$ cat src/rtl/sysbus_pkg.sv
// Package: shared constants and types for the system bus decoder.
// Assumes a 16-bit byte address space and byte-wide data.
package sysbus_pkg;
    localparam int ADDR_W = 16;
    localparam int DATA_W = 8;
    localparam int NREG   = 9;
    localparam int LOC_W  = 15;
    localparam int IRQ_N  = 5;
    localparam int DIV_W  = 16;
    localparam int IDX_W  = $clog2(NREG);

    localparam int RG_BOOT = 0;
    localparam int RG_CROM = 1;
    localparam int RG_VRAM = 2;
    localparam int RG_CRAM = 3;
    localparam int RG_WRM0 = 4;
    localparam int RG_WRM1 = 5;
    localparam int RG_OAM  = 6;
    localparam int RG_IO   = 7;
    localparam int RG_HRAM = 8;

    typedef enum logic [1:0] {
        SRC_EXT  = 2'd0,
        SRC_ONES = 2'd1,
        SRC_ZERO = 2'd2,
        SRC_REG  = 2'd3
    } rsrc_e;
endpackage

$ cat src/rtl/sysbus_map.sv
// Module: combinational address map. Picks the target region, the offset
// inside it and the read-data source. Assumes the display mode encoding
// 0/1 = blank, 2 = sprite search, 3 = drawing.
module sysbus_map
    import sysbus_pkg::*;
(
    input  logic [ADDR_W-1:0] addr,
    input  logic              rd,
    input  logic              wr,
    input  logic [1:0]        mode,
    input  logic              boot_on,
    output logic [NREG-1:0]   sel,
    output logic [LOC_W-1:0]  loc,
    output rsrc_e             src
);
    logic             hit_v;
    logic [IDX_W-1:0] hit_i;
    logic             in_blank;
    logic             drawing;

    assign in_blank = (mode == 2'd0) || (mode == 2'd1);
    assign drawing  = (mode == 2'd3);

    // Region, offset and read source for the current address.
    always_comb begin
        hit_v = 1'b0;
        hit_i = '0;
        loc   = '0;
        src   = SRC_EXT;
        if (addr < 16'h8000) begin
            hit_v = 1'b1;
            if (rd && boot_on && addr[15:8] == 8'h00) begin
                hit_i = IDX_W'(RG_BOOT);
                loc   = LOC_W'(addr[7:0]);
            end else begin
                hit_i = IDX_W'(RG_CROM);
                loc   = addr[14:0];
            end
        end else if (addr < 16'hA000) begin
            if (drawing) src = SRC_ONES;
            else begin
                hit_v = 1'b1;
                hit_i = IDX_W'(RG_VRAM);
                loc   = LOC_W'(addr[12:0]);
            end
        end else if (addr < 16'hC000) begin
            hit_v = 1'b1;
            hit_i = IDX_W'(RG_CRAM);
            loc   = LOC_W'(addr[12:0]);
        end else if (addr < 16'hFE00) begin
            hit_v = 1'b1;
            hit_i = addr[12] ? IDX_W'(RG_WRM1) : IDX_W'(RG_WRM0);
            loc   = LOC_W'(addr[11:0]);
        end else if (addr < 16'hFEA0) begin
            if (in_blank) begin
                hit_v = 1'b1;
                hit_i = IDX_W'(RG_OAM);
                loc   = LOC_W'(addr[7:0]);
            end else src = SRC_ONES;
        end else if (addr < 16'hFF00) begin
            src = in_blank ? SRC_ZERO : SRC_ONES;
        end else if (addr < 16'hFF80) begin
            case (addr[6:0])
                7'h04, 7'h0F, 7'h45: src = SRC_REG;
                7'h50:               src = SRC_ONES;
                default: begin
                    hit_v = 1'b1;
                    hit_i = IDX_W'(RG_IO);
                    loc   = LOC_W'(addr[6:0]);
                end
            endcase
        end else if (addr != 16'hFFFF) begin
            hit_v = 1'b1;
            hit_i = IDX_W'(RG_HRAM);
            loc   = LOC_W'(addr[6:0]);
        end else begin
            src = SRC_REG;
        end
    end

    // One select line per region, raised only while a strobe is high.
    for (genvar g = 0; g < NREG; g++) begin : g_sel
        assign sel[g] = hit_v && (hit_i == IDX_W'(g)) && (rd || wr);
    end
endmodule

$ cat src/rtl/sysbus_regs.sv
// Module: system registers owned by the decoder: divider, line compare,
// pending and enable interrupt registers, boot overlay control.
// Assumes writes last one cycle per strobe.
module sysbus_regs
    import sysbus_pkg::*;
(
    input  logic              clk,
    input  logic              rst_n,
    input  logic [ADDR_W-1:0] addr,
    input  logic [DATA_W-1:0] wdata,
    input  logic              wr,
    input  logic [7:0]        line_count,
    input  logic              coin_irq_en,
    input  logic [IRQ_N-1:0]  irq_live,
    output logic [DATA_W-1:0] reg_rdata,
    output logic              boot_on,
    output logic [7:0]        line_cmp,
    output logic              coin_flag,
    output logic              stat_irq_req,
    output logic              irq_push,
    output logic [IRQ_N-1:0]  irq_push_val,
    output logic [IRQ_N-1:0]  irq_enable
);
    logic [DIV_W-1:0]  div_q;
    logic [DATA_W-1:0] pend_q;
    logic [DATA_W-1:0] ie_q;
    logic wr_div, wr_cmp, wr_pend, wr_boot, wr_ie;

    assign wr_div  = wr && addr == 16'hFF04;
    assign wr_pend = wr && addr == 16'hFF0F;
    assign wr_cmp  = wr && addr == 16'hFF45;
    assign wr_boot = wr && addr == 16'hFF50;
    assign wr_ie   = wr && addr == 16'hFFFF;

    // Free-running divider, cleared by any write to its address.
    always_ff @(posedge clk) begin
        if (!rst_n || wr_div) div_q <= '0;
        else                  div_q <= div_q + 1'b1;
    end

    // Boot overlay flag: one-way switch off on a nonzero write.
    always_ff @(posedge clk) begin
        if (!rst_n)                        boot_on <= 1'b1;
        else if (wr_boot && wdata != '0)   boot_on <= 1'b0;
    end

    // Line compare register, coincidence flag and request pulse.
    always_ff @(posedge clk) begin
        if (!rst_n) begin
            line_cmp     <= '0;
            coin_flag    <= 1'b0;
            stat_irq_req <= 1'b0;
        end else begin
            stat_irq_req <= wr_cmp && coin_irq_en && (line_count == wdata);
            if (wr_cmp) begin
                line_cmp  <= wdata;
                coin_flag <= (line_count == wdata);
            end
        end
    end

    // Stored pending flags and interrupt enable mask.
    always_ff @(posedge clk) begin
        if (!rst_n) begin
            pend_q <= '0;
            ie_q   <= '0;
        end else begin
            if (wr_pend) pend_q <= wdata;
            if (wr_ie)   ie_q   <= wdata;
        end
    end

    assign irq_push     = wr_pend;
    assign irq_push_val = wdata[IRQ_N-1:0];
    assign irq_enable   = ie_q[IRQ_N-1:0];

    // Read value of the owned register at the current address.
    always_comb begin
        case (addr)
            16'hFF04: reg_rdata = div_q[DIV_W-1 -: DATA_W];
            16'hFF0F: reg_rdata = {pend_q[7:5], irq_live[4], pend_q[3], irq_live[2:0]};
            16'hFF45: reg_rdata = line_cmp;
            16'hFFFF: reg_rdata = ie_q;
            default:  reg_rdata = 8'hFF;
        endcase
    end
endmodule

$ cat src/rtl/sysbus_rdata.sv
// Module: read-data register. Captures the steered byte on each read and
// holds it otherwise.
module sysbus_rdata
    import sysbus_pkg::*;
(
    input  logic              clk,
    input  logic              rst_n,
    input  logic              rd,
    input  rsrc_e             src,
    input  logic [DATA_W-1:0] ext_data,
    input  logic [DATA_W-1:0] reg_data,
    output logic [DATA_W-1:0] rdata
);
    logic [DATA_W-1:0] pick;

    // Choose the byte for the current read source.
    always_comb begin
        case (src)
            SRC_ONES: pick = '1;
            SRC_ZERO: pick = '0;
            SRC_REG:  pick = reg_data;
            default:  pick = ext_data;
        endcase
    end

    // Register the byte at the edge that ends a read.
    always_ff @(posedge clk) begin
        if (!rst_n)  rdata <= '0;
        else if (rd) rdata <= pick;
    end
endmodule

$ cat src/rtl/sysbus_decoder.sv
// Top: system bus decoder. Joins the address map, the owned registers and
// the read-data register. Memories answer combinationally on mem_rdata.
module sysbus_decoder
    import sysbus_pkg::*;
(
    input  logic              clk,
    input  logic              rst_n,
    input  logic [ADDR_W-1:0] cpu_addr,
    input  logic [DATA_W-1:0] cpu_wdata,
    input  logic              cpu_rd,
    input  logic              cpu_wr,
    output logic [DATA_W-1:0] cpu_rdata,
    input  logic [1:0]        disp_mode,
    input  logic [7:0]        line_count,
    input  logic              coin_irq_en,
    input  logic [IRQ_N-1:0]  irq_live,
    input  logic [DATA_W-1:0] mem_rdata,
    output logic [NREG-1:0]   mem_sel,
    output logic [LOC_W-1:0]  mem_loc,
    output logic              mem_we,
    output logic [7:0]        line_cmp,
    output logic              coin_flag,
    output logic              stat_irq_req,
    output logic              irq_push,
    output logic [IRQ_N-1:0]  irq_push_val,
    output logic [IRQ_N-1:0]  irq_enable
);
    logic              boot_on;
    rsrc_e             src;
    logic [DATA_W-1:0] reg_rdata;

    sysbus_map u_map (
        .addr(cpu_addr), .rd(cpu_rd), .wr(cpu_wr), .mode(disp_mode),
        .boot_on(boot_on), .sel(mem_sel), .loc(mem_loc), .src(src)
    );

    sysbus_regs u_regs (
        .clk(clk), .rst_n(rst_n), .addr(cpu_addr), .wdata(cpu_wdata),
        .wr(cpu_wr), .line_count(line_count), .coin_irq_en(coin_irq_en),
        .irq_live(irq_live), .reg_rdata(reg_rdata), .boot_on(boot_on),
        .line_cmp(line_cmp), .coin_flag(coin_flag),
        .stat_irq_req(stat_irq_req), .irq_push(irq_push),
        .irq_push_val(irq_push_val), .irq_enable(irq_enable)
    );

    sysbus_rdata u_rdata (
        .clk(clk), .rst_n(rst_n), .rd(cpu_rd), .src(src),
        .ext_data(mem_rdata), .reg_data(reg_rdata), .rdata(cpu_rdata)
    );

    assign mem_we = cpu_wr && (mem_sel != '0);
endmodule

$ cat config.mk
export PLATFORM = sky130hd
export DESIGN_NAME = sysbus_decoder
export DESIGN_NICKNAME = d
export VERILOG_FILES = /design/src/rtl/sysbus_pkg.sv /design/src/rtl/sysbus_map.sv /design/src/rtl/sysbus_regs.sv /design/src/rtl/sysbus_rdata.sv /design/src/rtl/sysbus_decoder.sv
export SDC_FILE = /design/constraint.sdc
export NUM_CORES = 1
export LEC_CHECK = 0
export BUFFER_PORTS_ARGS = -buffer_cell sky130_fd_sc_hd__buf_2
export CORE_MARGIN = 4
export CORE_UTILIZATION = 35
export CTS_CLUSTER_DIAMETER = 80
export DETAILED_ROUTE_END_ITERATION = 10
export SLEW_MARGIN = 10
export SYNTH_ARGS = -nofsm -noshare
export SYNTH_HDL_FRONTEND = slang
export SYNTH_SLANG_ARGS = --single-unit
$ cat constraint.sdc
create_clock -name clk -period 1.6 [get_ports clk]
set_input_delay 0.08 -clock clk [delete_from_list [all_inputs] [get_ports clk]]
set_output_delay 0.08 -clock clk [all_outputs]
set_load 0.01 [all_outputs]
* Word level (Yosys, flattened, before mapping)
Cells that the tools add are included.
** Word-level totals
- Register bits :: 51
- Bits of input ports :: 52
- Output and inout bits :: 54
** Operators by class
- Add/sub/neg operators :: 1
- Magnitude comparators :: 7
- Equality and inequality tests :: 24
- Mux-type cells :: 50
- Reduce and logical (&&, ||, !) cells :: 40
** Operators with widths (count)
- $mux W15 :: 8
- $lt A16 B16 Y1 const B :: 7
- $eq A16 B16 Y1 const B :: 5
- $mux W4 :: 8
- $pmux W8 S4 :: 1
- $logic_and A1 B1 Y1 :: 29
- $pmux W8 S3 :: 1
- $mux W2 :: 10
- $add A16 B1 Y16 const B :: 1
- $eq A4 B3 Y1 const B :: 4
- $ne A16 B16 Y1 const B :: 1
- $mux W1 :: 15
- $eq A7 B7 Y1 const B :: 2
- $mux W7 :: 2
- $mux W13 :: 1
- $reduce_bool A9 Y1 :: 1
- $eq A4 B2 Y1 const B :: 2
- $eq A8 B8 Y1 :: 1
- $logic_not A8 Y1 :: 1
- $mux W8 :: 1
- $reduce_bool A8 Y1 :: 1
- $eq A7 B3 Y1 const B :: 1
- $eq A7 B4 Y1 const B :: 1
- $eq A2 B2 Y1 const B :: 3
- other kinds (11) :: 15

* Logic depth before layout (Yosys ltp)
- Depth in word-level cells :: 15
- Gate-level depth with buffers :: 9
- Depth with buffers taken out :: 6

* Cells and area by module
A second synthesis with hierarchy kept.
** Second synthesis, totals
- Cells, all modules :: 379
- Area total of the unflattened synthesis :: 3014.1 µm²
** Modules (own cells, without submodules)
- sysbus_regs :: times used 1, cells an instance 257, area an instance 2138.3 µm², sequential area each 780.7 µm²
- sysbus_map :: times used 1, cells an instance 74, area an instance 450.4 µm², sequential area each 0.0 µm²
- sysbus_rdata :: times used 1, cells an instance 43, area an instance 400.4 µm², sequential area each 160.2 µm²
- sysbus_decoder :: times used 1, cells an instance 5, area an instance 25.0 µm², sequential area each 0.0 µm²

* Least setup slack after synthesis
OpenSTA, ideal clock, no wires.
- Kind :: in2reg
- From :: input port cpu_addr[13]
- To :: register u_rdata.rdata[6]
- Arrival :: 1.667 ns
- Path slack :: -0.148 ns
- Cell stages on the path :: 9
- Cells stage by stage :: buf_6 > and4_4 > buf_6 > and3_1 > buf_6 > and3_4 > or4_4 > buf_6 > o221ai_2
** Between the ends
- Longest elaborated chain between the ends :: 11
- Elaborated cells between the ends (all ways) :: 25
** Ends and longest elaborated chain
- start: declaration :: RTL line sysbus_decoder.sv:8 : input logic [ADDR_W-1:0] cpu_addr,
- parallel branches: the longest is 10 deep, another holds $lt A16 B16 Y1
- $pmux W8 S3 (*) :: RTL line sysbus_rdata.sv:18 : case (src)
- end signal: assignment :: RTL line sysbus_rdata.sv:29 : else if (rd) rdata <= pick;
- end: declaration :: RTL line sysbus_rdata.sv:12 : output logic [DATA_W-1:0] rdata
Every way passes the cells marked *.
A chain may end at the register's enable or synchronous reset.

* Worst setup path in the final report
- From :: input port cpu_addr[1]
- To :: output port mem_sel[1]
** Between the ends
- Longest elaborated chain between the ends :: 13
- Elaborated cells between the ends (all ways) :: 34
** Ends and longest elaborated chain
- parallel branches: the longest is 11 deep, another holds $lt A16 B16 Y1
- $logic_and A1 B1 Y1 (*) (2 in series) :: RTL line sysbus_map.sv:83 : assign sel[g] = hit_v && (hit_i == IDX_W'(g)) && (rd || wr);
- end: declaration :: RTL line sysbus_decoder.sv:18 : output logic [NREG-1:0] mem_sel,
Marked as above.

==> impl_metrics.yaml <==
synthesis:
  avgSynthCellArea_um2: 8.34
  synth_ff_type: "dfxtp_1"
  yosys_warnings: 0
  netlist_area_um2: 3180
  syn_nets: 434
  synth-edff-count: 0
  ys_types: 61
  syn_inst: 381
  yosysSeqAreaShare_pct: 29.6
  synthArstFlopShare_pct: 0
  synth_seq_cells: 47
drt:
  via_per_inst: 5.20
  wl_per_cell_um: 15.8
  vias: 3356
  drt_wl_total_um: 10200
  drcViolationCount: 0
  postRouteAntennaNets: 0
  dr.pass1.iters: 5
  drtIter0Drc: 114
timing:
  rsz0062_at_grt: "true"
  maxSlewHeadroom_pct: 59.5
  clock_skew_ns: 0.00636
  drv_slew: 0
  worst_pin_slew_ns: 0.604
  final_hold_viol_count: 0
  finalCritPeriodShare_pct: 111
  fin_ws_ns: -0.171
  fmax_mhz: 565
  fin_crit_ns: 1.77
  final-setup-viol-count: 16
min_path:
  holdPathStages: 3
  hold_path_end: "u_rdata.rdata[6]"
  min_from: "mem_rdata[6]"
  hold_path_class: "primary input to register"
worst_setup_path:
  cp-start-kind: "primary input"
  regToRegSetupSlack_ns: 0.14
  crit_chain: "buf_12 > and4b_1 > a211o_1 > a2111o_1 > buf_4 > a21oi_4 > and2_1 > buf_2"
  cp.arrival_ns: 1.69
  timing.rr.end: "u_regs.div_q[11]"
  r2r_start: "u_regs.div_q[4]"
  crit_type: "primary input to primary output"
  critPathTopFamily: "compound AO/OA/AOI/OAI gates"
  cp_slowest_stage_delay_ns: 0.45
  crit_slowest_cell: "a2111o_1"
  reg2reg_depth: 5
  critical_path_required_ns: 1.52
  cp-end-kind: "primary output"
  path_buf_inv: 3
  path_max_fanout: 7
cells_and_area:
  fin_nets: 589
  layout_commonest_cell: "buf_2"
  antenna_cells: 0
  layout-drive-gt1-share_pct: 40.8
  syn2layout_area_growth_pct: 41.3
  final_cell_mix: "98 x buf_2, 67 x buf_4, 45 x dfxtp_1, 40 x nor2_1, 39 x nor2b_1"
  final_cells: 645
  fin_area_um2: 4490
power_and_ir_drop:
  power_density_nw_per_um2: 591
  power_frac_clock_pct: 35.0
  netSwitchingPower_uw: 700
  power.leakage_uw: 0.00196
  p_seq_share_pct: 45.2
  p_int_uw: 1950
  combPwrFrac_pct: 19.8
  switching_share_pct: 26.4
  ir_worst_vdd_mv: 0.373
floorplanning:
  dieArea_um2: 10700
  die_w_um: 103
  core-area_um2: 8760
  start_util_pct: 36.3
  pin_count: 106
  rows: 34
  chipHeight_um: 103
global_route:
  grt_pass1_vias: 3207
  grt_pass1_wl_um: 16100
  overflow: 0
  antenna_found_initial: 0
  grt_start_max_net_pins: 35
  gr-usage-all-layers_pct: 19.0
clocking:
  cts_tree: "done"
  h-tree-depth: 2
  numCtsBuffers: 5
  path_clk_slew_ns: 0.09
  clk_latency_ns: 0.30
  cts_max_path_buffers: 2
  cts.sinks: 47
  clock-root-buffer: "clkbuf_8"
placement:
  placed_cell_area_um2: 4140
  portBuffers: 104
  gp_congestion: 0.916
  place_inst: 628
  dpl.hpwl_um: 7820
run_status:
  outcome: "finished with violations"
  violations: "setup timing"
flow_run:
  maxCapViolCount: 0
[how the worst max path moves through the flow]
stage | depth (start not counted) | startpoint | end
floorplan | 9 | cpu_addr[13] | u_rdata.rdata[6]
global placement | 8 | cpu_addr[5] | u_rdata.rdata[6]
detailed placement | 9 | cpu_addr[6] | u_rdata.rdata[4]
CTS | 7 | cpu_addr[1] | mem_sel[5]
global route | 7 | cpu_addr[1] | mem_sel[5]
finish | 8 | cpu_addr[1] | mem_sel[1]
[flip-flops by register name (all words and copies together) (netlist names)]
| register | flops |
|---|---|
| u_regs.div_q | 16 |
| u_regs.boot_on | 1 |
| u_regs.line_cmp | 8 |
| u_regs.coin_flag | 1 |
| u_rdata.rdata | 8 |
| u_regs.stat_irq_req | 1 |
| u_regs.ie_q | 8 |
| u_regs.pend_q | 4 |
[repair_timing]
action | in CTS | in global routing
endpoints found under the setup margin | 17 | 30
gates cloned | 0 | 0
gates resized for setup | 21 | 18
buffers inserted | 5 | 4
pin swaps | 12 | 3
hold buffers | 1 | 0
endpoints found under the hold margin | 1 | 0
[kinds of logic (layout without fill, tap and decap cells)]
logic type               Yosys count  after routing  share of synthesized area (%)
multiplexers                      21             21                           6.66
adder cells (fa/ha/maj)            1              1                          0.394
XOR/XNOR                          22             22                           6.07
buffers and inverters             43            199                           7.72
AND/OR/NAND/NOR                  189            189                           34.8
flip-flops                        47             47                           29.6
AO/OA/AOI/OAI                     58             58                           14.8
[layer usage]
layer	track usage [%]	share of wire, %
met1	26.1	46
met4	4.98	1.2
met5	0	0
met2	30.5	46
met3	3.49	6.8
[worst register-to-register path, stage by stage, from the launching register on]
cell and delay [ns]:
dfxtp_1 0.39, nand3_1 0.11, or4_4 0.51, nor2_1 0.14, xnor2_1 0.14, nor2_1 0.06
[cell type report]
cell class                      count  area [um^2]
Sequential cell                    47          943
Clock inverter                      2         38.8
Timing Repair Buffer              175         1130
Clock buffer                        6         82.6
Fill cell                         825         4280
Multi-Input combinational cell    291         2100
Inverter                           16         60.1
Tap cell                          108          135
[synthesized netlist by cell type (2+ instances only)]
library cell / n / area share [%]
or4_1: 2 / 0.47
and4b_1: 2 / 0.63
a22oi_1: 8 / 1.9
buf_2: 4 / 0.63
nor2_1: 41 / 4.8
and2_1: 10 / 2.0
clkbuf_1: 7 / 0.83
nor4_4: 2 / 1.3
nor3_1: 14 / 2.2
o21ai_0: 12 / 1.9
a21oi_1: 3 / 0.47
or3_1: 2 / 0.39
nor2_2: 2 / 0.39
nand2_1: 23 / 2.7
dfxtp_1: 47 / 30
o221ai_1: 8 / 2.2
and3_1: 5 / 0.98
nand3_1: 13 / 2.0
o211ai_1: 3 / 0.71
nor4_1: 6 / 1.2
xnor2_1: 11 / 3.0
and4_1: 2 / 0.55
inv_1: 16 / 1.9
xor2_1: 11 / 3.0
a211o_1: 2 / 0.55
nand3b_1: 6 / 1.4
buf_6: 5 / 1.8
nor2b_1: 39 / 7.7
a221oi_1: 8 / 2.2
mux2i_1: 20 / 6.3
nand4_1: 7 / 1.4
buf_4: 11 / 2.6
[power by group through the flow]
stage / combinational, uW / sequential, uW / clock (uW)
2_1_floorplan: 234 / 1230 / 0
3_3_place_gp: 485 / 1230 / 0
3_5_place_dp: 487 / 1230 / 0
4_1_cts: 510 / 1200 / 951
5_1_grt: 574 / 1200 / 1000
6_report: 525 / 1200 / 927
[stage by stage]
step	setup TNS, ns	total power [uW]	utilization (%)	hold WS (ns)	setup slack (ns)
floorplan	-0.960	1460	-	0.198	-0.138
global placement	-6.81	1710	47.3	0.308	-0.330
CTS	-0.597	2660	50.1	0.0515	-0.141
global route	-2.91	2780	51.2	0.0676	-0.212
detailed placement	-7.89	1710	47.3	0.322	-0.359
finish	-1.28	2650	51.2	0.0694	-0.171
No activity file was read; power rests on OpenSTA's default activity.
